<file path="config.mk">
export PLATFORM = sky130hd
export DESIGN_NAME = wake_detect
export DESIGN_NICKNAME = d
export VERILOG_FILES = /design/src/rtl/wk_pkg.sv /design/src/rtl/wk_sync.sv /design/src/rtl/wk_glitch_filter.sv /design/src/rtl/wk_edge_detect.sv /design/src/rtl/wk_fsm.sv /design/src/rtl/wake_detect.sv
export SDC_FILE = /design/constraint.sdc
export NUM_CORES = 1
export LEC_CHECK = 0
export BUFFER_PORTS_ARGS = -buffer_cell sky130_fd_sc_hd__buf_2
export CELL_PAD_IN_SITES_DETAIL_PLACEMENT = 0
export CELL_PAD_IN_SITES_GLOBAL_PLACEMENT = 2
export CORE_ASPECT_RATIO = 1.2
export CORE_MARGIN = 1
export CORE_UTILIZATION = 38
export CTS_CLUSTER_DIAMETER = 50
export CTS_CLUSTER_SIZE = 40
export DETAILED_ROUTE_END_ITERATION = 16
export PLACE_DENSITY_LB_ADDON = 0.3
export SLEW_MARGIN = 10
export SYNTH_ARGS = -nofsm -noshare
export SYNTH_HDL_FRONTEND = slang
export SYNTH_HIERARCHICAL = 1
export SYNTH_SLANG_ARGS = --single-unit
</file>
<file path="constraint.sdc">
create_clock -name clk_i -period 3.5 [get_ports clk_i]
set_input_delay 0 -clock clk_i [delete_from_list [all_inputs] [get_ports clk_i]]
set_output_delay 0 -clock clk_i [all_outputs]
set_load 0.02 [all_outputs]
</file>
<file path="src/rtl/wk_pkg.sv">
package wk_pkg;
  typedef enum logic [1:0] {
    ST_AWAKE  = 2'd0,
    ST_ASLEEP = 2'd1,
    ST_ARMED  = 2'd2
  } wk_state_e;
endpackage

</file>
<file path="src/rtl/wk_sync.sv">
module wk_sync #(
  parameter int W = 1
) (
  input  logic         clk_i,
  input  logic         rst_ni,
  input  logic [W-1:0] d_i,
  output logic [W-1:0] q_o
);
  logic [W-1:0] s1_q, s2_q;

  always_ff @(posedge clk_i or negedge rst_ni) begin
    if (!rst_ni) begin
      s1_q <= '0;
      s2_q <= '0;
    end else begin
      s1_q <= d_i;
      s2_q <= s1_q;
    end
  end

  assign q_o = s2_q;
endmodule

</file>
<file path="src/rtl/wk_glitch_filter.sv">
module wk_glitch_filter #(
  parameter int FILT_LEN = 4
) (
  input  logic clk_i,
  input  logic rst_ni,
  input  logic d_i,
  output logic q_o
);
  localparam int CW = (FILT_LEN > 1) ? $clog2(FILT_LEN) : 1;
  localparam logic [CW-1:0] LAST = CW'(FILT_LEN - 1);

  logic [CW-1:0] cnt_q;
  logic          lvl_q;

  always_ff @(posedge clk_i or negedge rst_ni) begin
    if (!rst_ni) begin
      cnt_q <= '0;
      lvl_q <= 1'b0;
    end else if (d_i == lvl_q) begin
      cnt_q <= '0;
    end else if (cnt_q == LAST) begin
      cnt_q <= '0;
      lvl_q <= d_i;
    end else begin
      cnt_q <= cnt_q + 1'b1;
    end
  end

  assign q_o = lvl_q;

  // new level must equal the input sampled on that edge
  assert_filt_follows_R4: assert property (@(posedge clk_i) disable iff (!rst_ni)
    (lvl_q != $past(lvl_q)) |-> ($past(d_i) == lvl_q));
endmodule

</file>
<file path="src/rtl/wk_edge_detect.sv">
module wk_edge_detect #(
  parameter int NPINS = 8
) (
  input  logic             clk_i,
  input  logic             rst_ni,
  input  logic [NPINS-1:0] pins_i,
  input  logic [NPINS-1:0] mask_i,
  output logic [NPINS-1:0] rise_o
);
  logic [NPINS-1:0] prev_q;

  always_ff @(posedge clk_i or negedge rst_ni) begin
    if (!rst_ni) prev_q <= '0;
    else         prev_q <= pins_i;
  end

  for (genvar i = 0; i < NPINS; i++) begin : g_pin
    assign rise_o[i] = mask_i[i] & pins_i[i] & ~prev_q[i];
  end
endmodule

</file>
<file path="src/rtl/wk_fsm.sv">
module wk_fsm
  import wk_pkg::*;
#(
  parameter int NPINS = 8
) (
  input  logic             clk_i,
  input  logic             rst_ni,
  input  logic             lvl_i,
  input  logic             multi_en_i,
  input  logic [NPINS-1:0] rise_i,
  output logic             wake_o
);
  wk_state_e state_q, state_d;
  logic      wake_q, wake_d;

  always_comb begin
    state_d = state_q;
    wake_d  = 1'b0;
    unique case (state_q)
      ST_AWAKE:  if (lvl_i) state_d = ST_ASLEEP;
      ST_ASLEEP: if (!lvl_i) begin
        if (multi_en_i) state_d = ST_ARMED;
        else begin
          state_d = ST_AWAKE;
          wake_d  = 1'b1;
        end
      end
      ST_ARMED: begin
        if (lvl_i) state_d = ST_ASLEEP;
        else if (|rise_i) begin
          state_d = ST_AWAKE;
          wake_d  = 1'b1;
        end
      end
      default: state_d = ST_AWAKE;
    endcase
  end

  always_ff @(posedge clk_i or negedge rst_ni) begin
    if (!rst_ni) begin
      state_q <= ST_AWAKE;
      wake_q  <= 1'b0;
    end else begin
      state_q <= state_d;
      wake_q  <= wake_d;
    end
  end

  assign wake_o = wake_q;

  assert_wake_one_cycle_R11: assert property (@(posedge clk_i) disable iff (!rst_ni)
    wake_q |=> !wake_q);
  assert_no_wake_awake_R9: assert property (@(posedge clk_i) disable iff (!rst_ni)
    (state_q == ST_AWAKE) |=> !wake_q);
  assert_multi_fall_quiet_R6: assert property (@(posedge clk_i) disable iff (!rst_ni)
    (state_q == ST_ASLEEP && multi_en_i) |=> !wake_q);
  assert_masked_quiet_R8: assert property (@(posedge clk_i) disable iff (!rst_ni)
    (state_q == ST_ARMED && rise_i == '0) |=> !wake_q);
endmodule

</file>
<file path="src/rtl/wake_detect.sv">
module wake_detect #(
  parameter int NPINS    = 8,
  parameter int FILT_LEN = 4
) (
  input  logic             clk_i,
  input  logic             rst_ni,
  input  logic             susp_en_i,
  input  logic             multi_en_i,
  input  logic             filt_en_i,
  input  logic [NPINS-1:0] wake_mask_i,
  input  logic             susp_i,
  input  logic [NPINS-1:0] wake_pins_i,
  output logic             susp_lvl_o,
  output logic             wake_o
);
  localparam int SW = NPINS + 1;

  logic [SW-1:0]    sync_q;
  logic [NPINS-1:0] pins_s, rise;
  logic             susp_s, filt_lvl, lvl;

  wk_sync #(.W(SW)) u_sync (
    .clk_i, .rst_ni,
    .d_i ({susp_i, wake_pins_i}),
    .q_o (sync_q)
  );

  assign susp_s = sync_q[SW-1];
  assign pins_s = sync_q[NPINS-1:0];

  wk_glitch_filter #(.FILT_LEN(FILT_LEN)) u_filt (
    .clk_i, .rst_ni,
    .d_i (susp_s),
    .q_o (filt_lvl)
  );

  assign lvl        = susp_en_i & (filt_en_i ? filt_lvl : susp_s);
  assign susp_lvl_o = lvl;

  wk_edge_detect #(.NPINS(NPINS)) u_edge (
    .clk_i, .rst_ni,
    .pins_i (pins_s),
    .mask_i (wake_mask_i),
    .rise_o (rise)
  );

  wk_fsm #(.NPINS(NPINS)) u_fsm (
    .clk_i, .rst_ni,
    .lvl_i      (lvl),
    .multi_en_i (multi_en_i),
    .rise_i     (rise),
    .wake_o     (wake_o)
  );
endmodule

</file>
Word-level counts from Yosys, hierarchy flattened
Index checks and enable logic that the tools add are counted.

Add/subtract/negate cells: 1. Equal/unequal tests: 7. Muxes and demuxes: 14. Bitwise operators: 26. Reductions and logical operators: 4.

Operators by type and width (count): 1-bit AND (17); 2-bit 2-to-1 mux (7); 1-bit inverter (9); 8-bit OR reduction (1); 2-bit one-hot mux with 3 select lines (1); 1-bit 2-to-1 mux (5); 2-bit == test, second input constant (2); 3-bit by 1-bit inequality test with 1-bit output, second input constant (1); 3-bit AND reduction (1); 2-bit by 1-bit adder with 2-bit output, second input constant (1); 2-bit by 1-bit == test with 1-bit output, second input constant (1); 2-bit logical NOT (1); 2-bit by 1-bit inequality test with 1-bit output, second input constant (1); 2-bit inequality test, second input constant (1); 1-bit one-hot mux with 2 select lines (1); 2-bit AND reduction (1); 1-bit == test (1).

Bits in registers: 32. Output and inout bits: 2. Word-level logic and storage cells: 59.

Longest topological paths before layout
Word-level depth: 6. Mapped depth: 5. Gate-level depth less buffers: 5.

Hierarchy
Netlist, hierarchy kept.

Modules (own cells, without submodules): wk_sync (instances 1, cells each 18, area each 450.4 um2, seq. area each 450.4 um2); wk_edge_detect (instances 1, cells each 16, area each 270.3 um2, seq. area each 200.2 um2); wk_fsm (instances 1, cells each 23, area each 232.7 um2, seq. area each 75.1 um2); wk_glitch_filter (instances 1, cells each 8, area each 123.9 um2, seq. area each 75.1 um2); wake_detect (instances 1, cells each 2, area each 16.3 um2, seq. area each 0.0 um2).

Worst setup path before layout
OpenSTA, ideal clock, no wires.

Kind: reg2reg. Start: register u_sync.s2_q[5] (netlist: u_sync/q_o[5]). End: register u_fsm.state_q[1]. Library setup time: 0.124 ns. Data arrival time: 1.554 ns. Required time: 3.376 ns. Setup slack: 1.822 ns. Cell stages (with the launch flop): 5. Period minus slack after synthesis: 1.678 ns. Path through: dfrtp_1 and3b_1 or4_4 o41a_1 mux2i_1.

Cells in the longest elaborated chain, start to end: 5.

Ends and longest elaborated chain: start, declared (line wk_sync.sv:9) `logic [W-1:0] s1_q, s2_q;`; start signal, assigned (line wk_sync.sv:17) `s2_q <= s1_q;`; 1-bit AND (2 in a row) (line wk_edge_detect.sv:18) `assign rise_o[i] = mask_i[i] & pins_i[i] & ~prev_q[i];`; via rise[5] (line wake_detect.sv:19) `logic [NPINS-1:0] pins_s, rise;`; 8-bit OR reduction (line wk_fsm.sv:30) `else if (|rise_i) begin`; 3-bit by 1-bit inequality test with 1-bit output (no line); 3-bit AND reduction (no line); end signal, assigned (line wk_fsm.sv:44) `state_q <= state_d;`; end, declared (line wk_fsm.sv:13) `wk_state_e state_q, state_d;`.

The timed path passes the listed nets, and every way through them passes these cells. A chain may end at the register's enable or synchronous reset.

Final worst setup path
Ends and elaborated chain as after synthesis.

==> flow_metrics.tcl <==
set metrics [dict create \
    drv_cap 0 \
    io_pins 24 \
    slew_violations 0 \
    cts_tree "done" \
    cts_buffer_depth 2 \
    core_um2 2630 \
    layout_commonest_cell "dfrtp_1" \
    diodes 0 \
    grt_util_met1_pct 12.4 \
    worst_pin_slew_ps 658 \
    clock_latency_ps 320 \
    worstPathArrival_ps 1980 \
    routabilityCongestion 0.803 \
    hold_viol 0 \
    fmaxAchievable_mhz 573 \
    grt.met3_usage_pct 7.27 \
    final_cell_area_um2 1420 \
    hpwl_mm 1.07 \
    async_reset_ff_share_pct 100 \
    ant_nets 0 \
    final_cell_mix "dfrtp_1 (32), buf_2 (23), dlygate4sd3_1 (11), and3b_1 (8)" \
    slew_headroom_pct 56.1 \
    top_usage_layer "met2" \
    netlist_instances 67 \
    setup-tns-final_ps 0 \
    ys_ff_latch 32 \
    critPathTopFamily "simple AND/OR/NAND/NOR gates" \
    worst_setup_path_start_kind "flip-flop" \
    first_iter_violations 3 \
    critPathMaxFanout 2 \
    grt-ovfl-total 0 \
    io_buffers 23 \
    status "finished clean" \
    hold_class "primary input to flip-flop" \
    finalSetupViolCount 0 \
    die_y_um 60.8 \
    grt_util_met2_pct 19.2 \
    cp-end-kind "flip-flop" \
    synth_edf_count 0 \
    p_leak_uw 0.000702 \
    clock-skew-final_ps 7.16 \
    die_w_um 51.0 \
    path_buf_inv 0 \
    fin_hold_ws_ps 150 \
    cts_resized 0 \
    avgViaCountPerCell 4.47 \
    drive_above_1_share_pct 30.3 \
    ys_seq_area_share_pct 73.2 \
    root_buffer "clkbuf_4" \
    synth_area_um2 1090 \
    worstSetupStartpoint "u_sync/q_o[5]$_DFF_PN0_" \
    cpPeakStageDelay_ps 530 \
    cts_hold_buf 11 \
    grt_pass1_wl_mm 2.49 \
    slowest_stage "or4_4" \
    core.rowCount 20 \
    initial_utilization_pct 41.6 \
    min-delay-start "susp_en_i" \
    path_cells "and3b_1 > or4_4 > o41a_1 > mux2i_1" \
    cts_setup_buffers 0 \
    yosys_warnings 6 \
    avgSynthCellArea_um2 16.3 \
    cts_buffers 5 \
    fillers 229 \
    drc_errors 0 \
    antenna_found_initial 0 \
    grtUsageTotal_pct 12.4 \
    nets 135 \
    fin_crit_ps 1750 \
    synth_nets 94 \
    die_area_um2 3100 \
    wl_per_cell_um 11.0 \
    dpl.cell_count 123 \
    required_ps 3740 \
    cts.htree.levels 2 \
    instances_no_fill 142 \
    first_pass_iters 2 \
    syn2layout_area_growth_pct 30.1 \
    grt_max_degree 33 \
    placed_area_um2 1250 \
    fin_util_pct 54.1 \
    reg2reg_from "u_sync/q_o[5]$_DFF_PN0_" \
    fin_crit_sh_pct 49.9 \
    cts_sinks 32 \
    postSynth.topFlopCell "dfrtp_1" \
    ys_types 18 \
    grt_pass1_vias 611 \
    cts.clk_slew.worst_paths_ps 100 \
    p_per_area_nw_per_um2 571 \
    wl_mm 1.57 \
    worstSetupPathType "flip-flop to flip-flop" \
    irDropWorstVdd_mv 0.369 \
    rsz0062_at_grt "false" \
    via_count 635 \
]
metrics by stage:
step                setup WS, ps  total power (µW)
floorplan                   1820               553
global placement            1800               596
detailed placement          1760               601
CTS                         1730               830
global route                1660               866
finish                      1750               812
synthesized netlist by cell type, types with 2 or more instances:
library cell,count,area (µm²)
o21ai_1,2,10.0
and3b_1,8,70.1
nor2b_1,2,12.5
mux2i_1,3,30.0
nand2b_1,2,12.5
ha_1,5,62.6
inv_1,3,11.3
dfrtp_1,32,801
logic make-up (layout without fill, tap and decap cells):
group,count (synthesis),count (layout),share of synthesized area [%]
and+or+nand+nor,17,17,12.4
AOI/OAI and AO/OA,5,5,3.09
adders and majority gates,5,5,5.72
muxes,4,4,3.78
buffers and inverters,3,45,1.03
xor gates and xnor gates,1,1,0.801
DFF,32,32,73.2
worst register-to-register path: stages (launching register included):
cell and delay, ps:
dfrtp_1 380, and3b_1 170, or4_4 530, o41a_1 410, mux2i_1 180
where the power goes:
group | switching, µW | internal [µW]
combinational | 79.7 | 84.0
sequential | 23.9 | 412
clock | 115 | 98.2
state kept, by name, indices dropped and copies added, names as in the netlist:
| name | count |
|---|---|
| u_sync/q_o | 9 |
| u_sync/s1_q | 9 |
| u_edge/prev_q | 8 |
| u_filt/cnt_q | 2 |
| u_fsm/state_q | 2 |
| u_filt/q_o | 1 |
| u_fsm/wake_o | 1 |
cell type report:
type / count / area [µm²] / area share (%)
Clock buffer: 7 / 55.1 / 3.87
Tap cell: 33 / 41.3 / 2.90
Clock inverter: 1 / 7.51 / 0.528
Sequential cell: 32 / 801 / 56.3
Timing Repair Buffer: 34 / 225 / 15.8
Multi-Input combinational cell: 32 / 282 / 19.8
Inverter: 3 / 11.3 / 0.792
layer usage:
metal / vias up / part of all wire (%)
met1: 305 / 42
met5: - / 0
met4: 0 / 0.89
met3: 2 / 6.6
met2: 17 / 51
li1: 311 / -
worst paths after layout:
kind	slack, ps	to	depth (start not counted)
worst max-delay path	1750	u_fsm/state_q[1]$_DFFE_PN0P_	4
worst max register to register	1750	u_fsm/state_q[1]$_DFFE_PN0P_	4
min in group asynchronous	240	u_sync/s1_q[7]$_DFF_PN0_	2
worst min-delay path	150	u_fsm/state_q[0]$_DFFE_PN0P_	4
worst min register to register	350	u_sync/q_o[2]$_DFF_PN0_	0
max in group asynchronous	2840	u_sync/q_o[6]$_DFF_PN0_	2
Power figures use the tool's default switching activity.
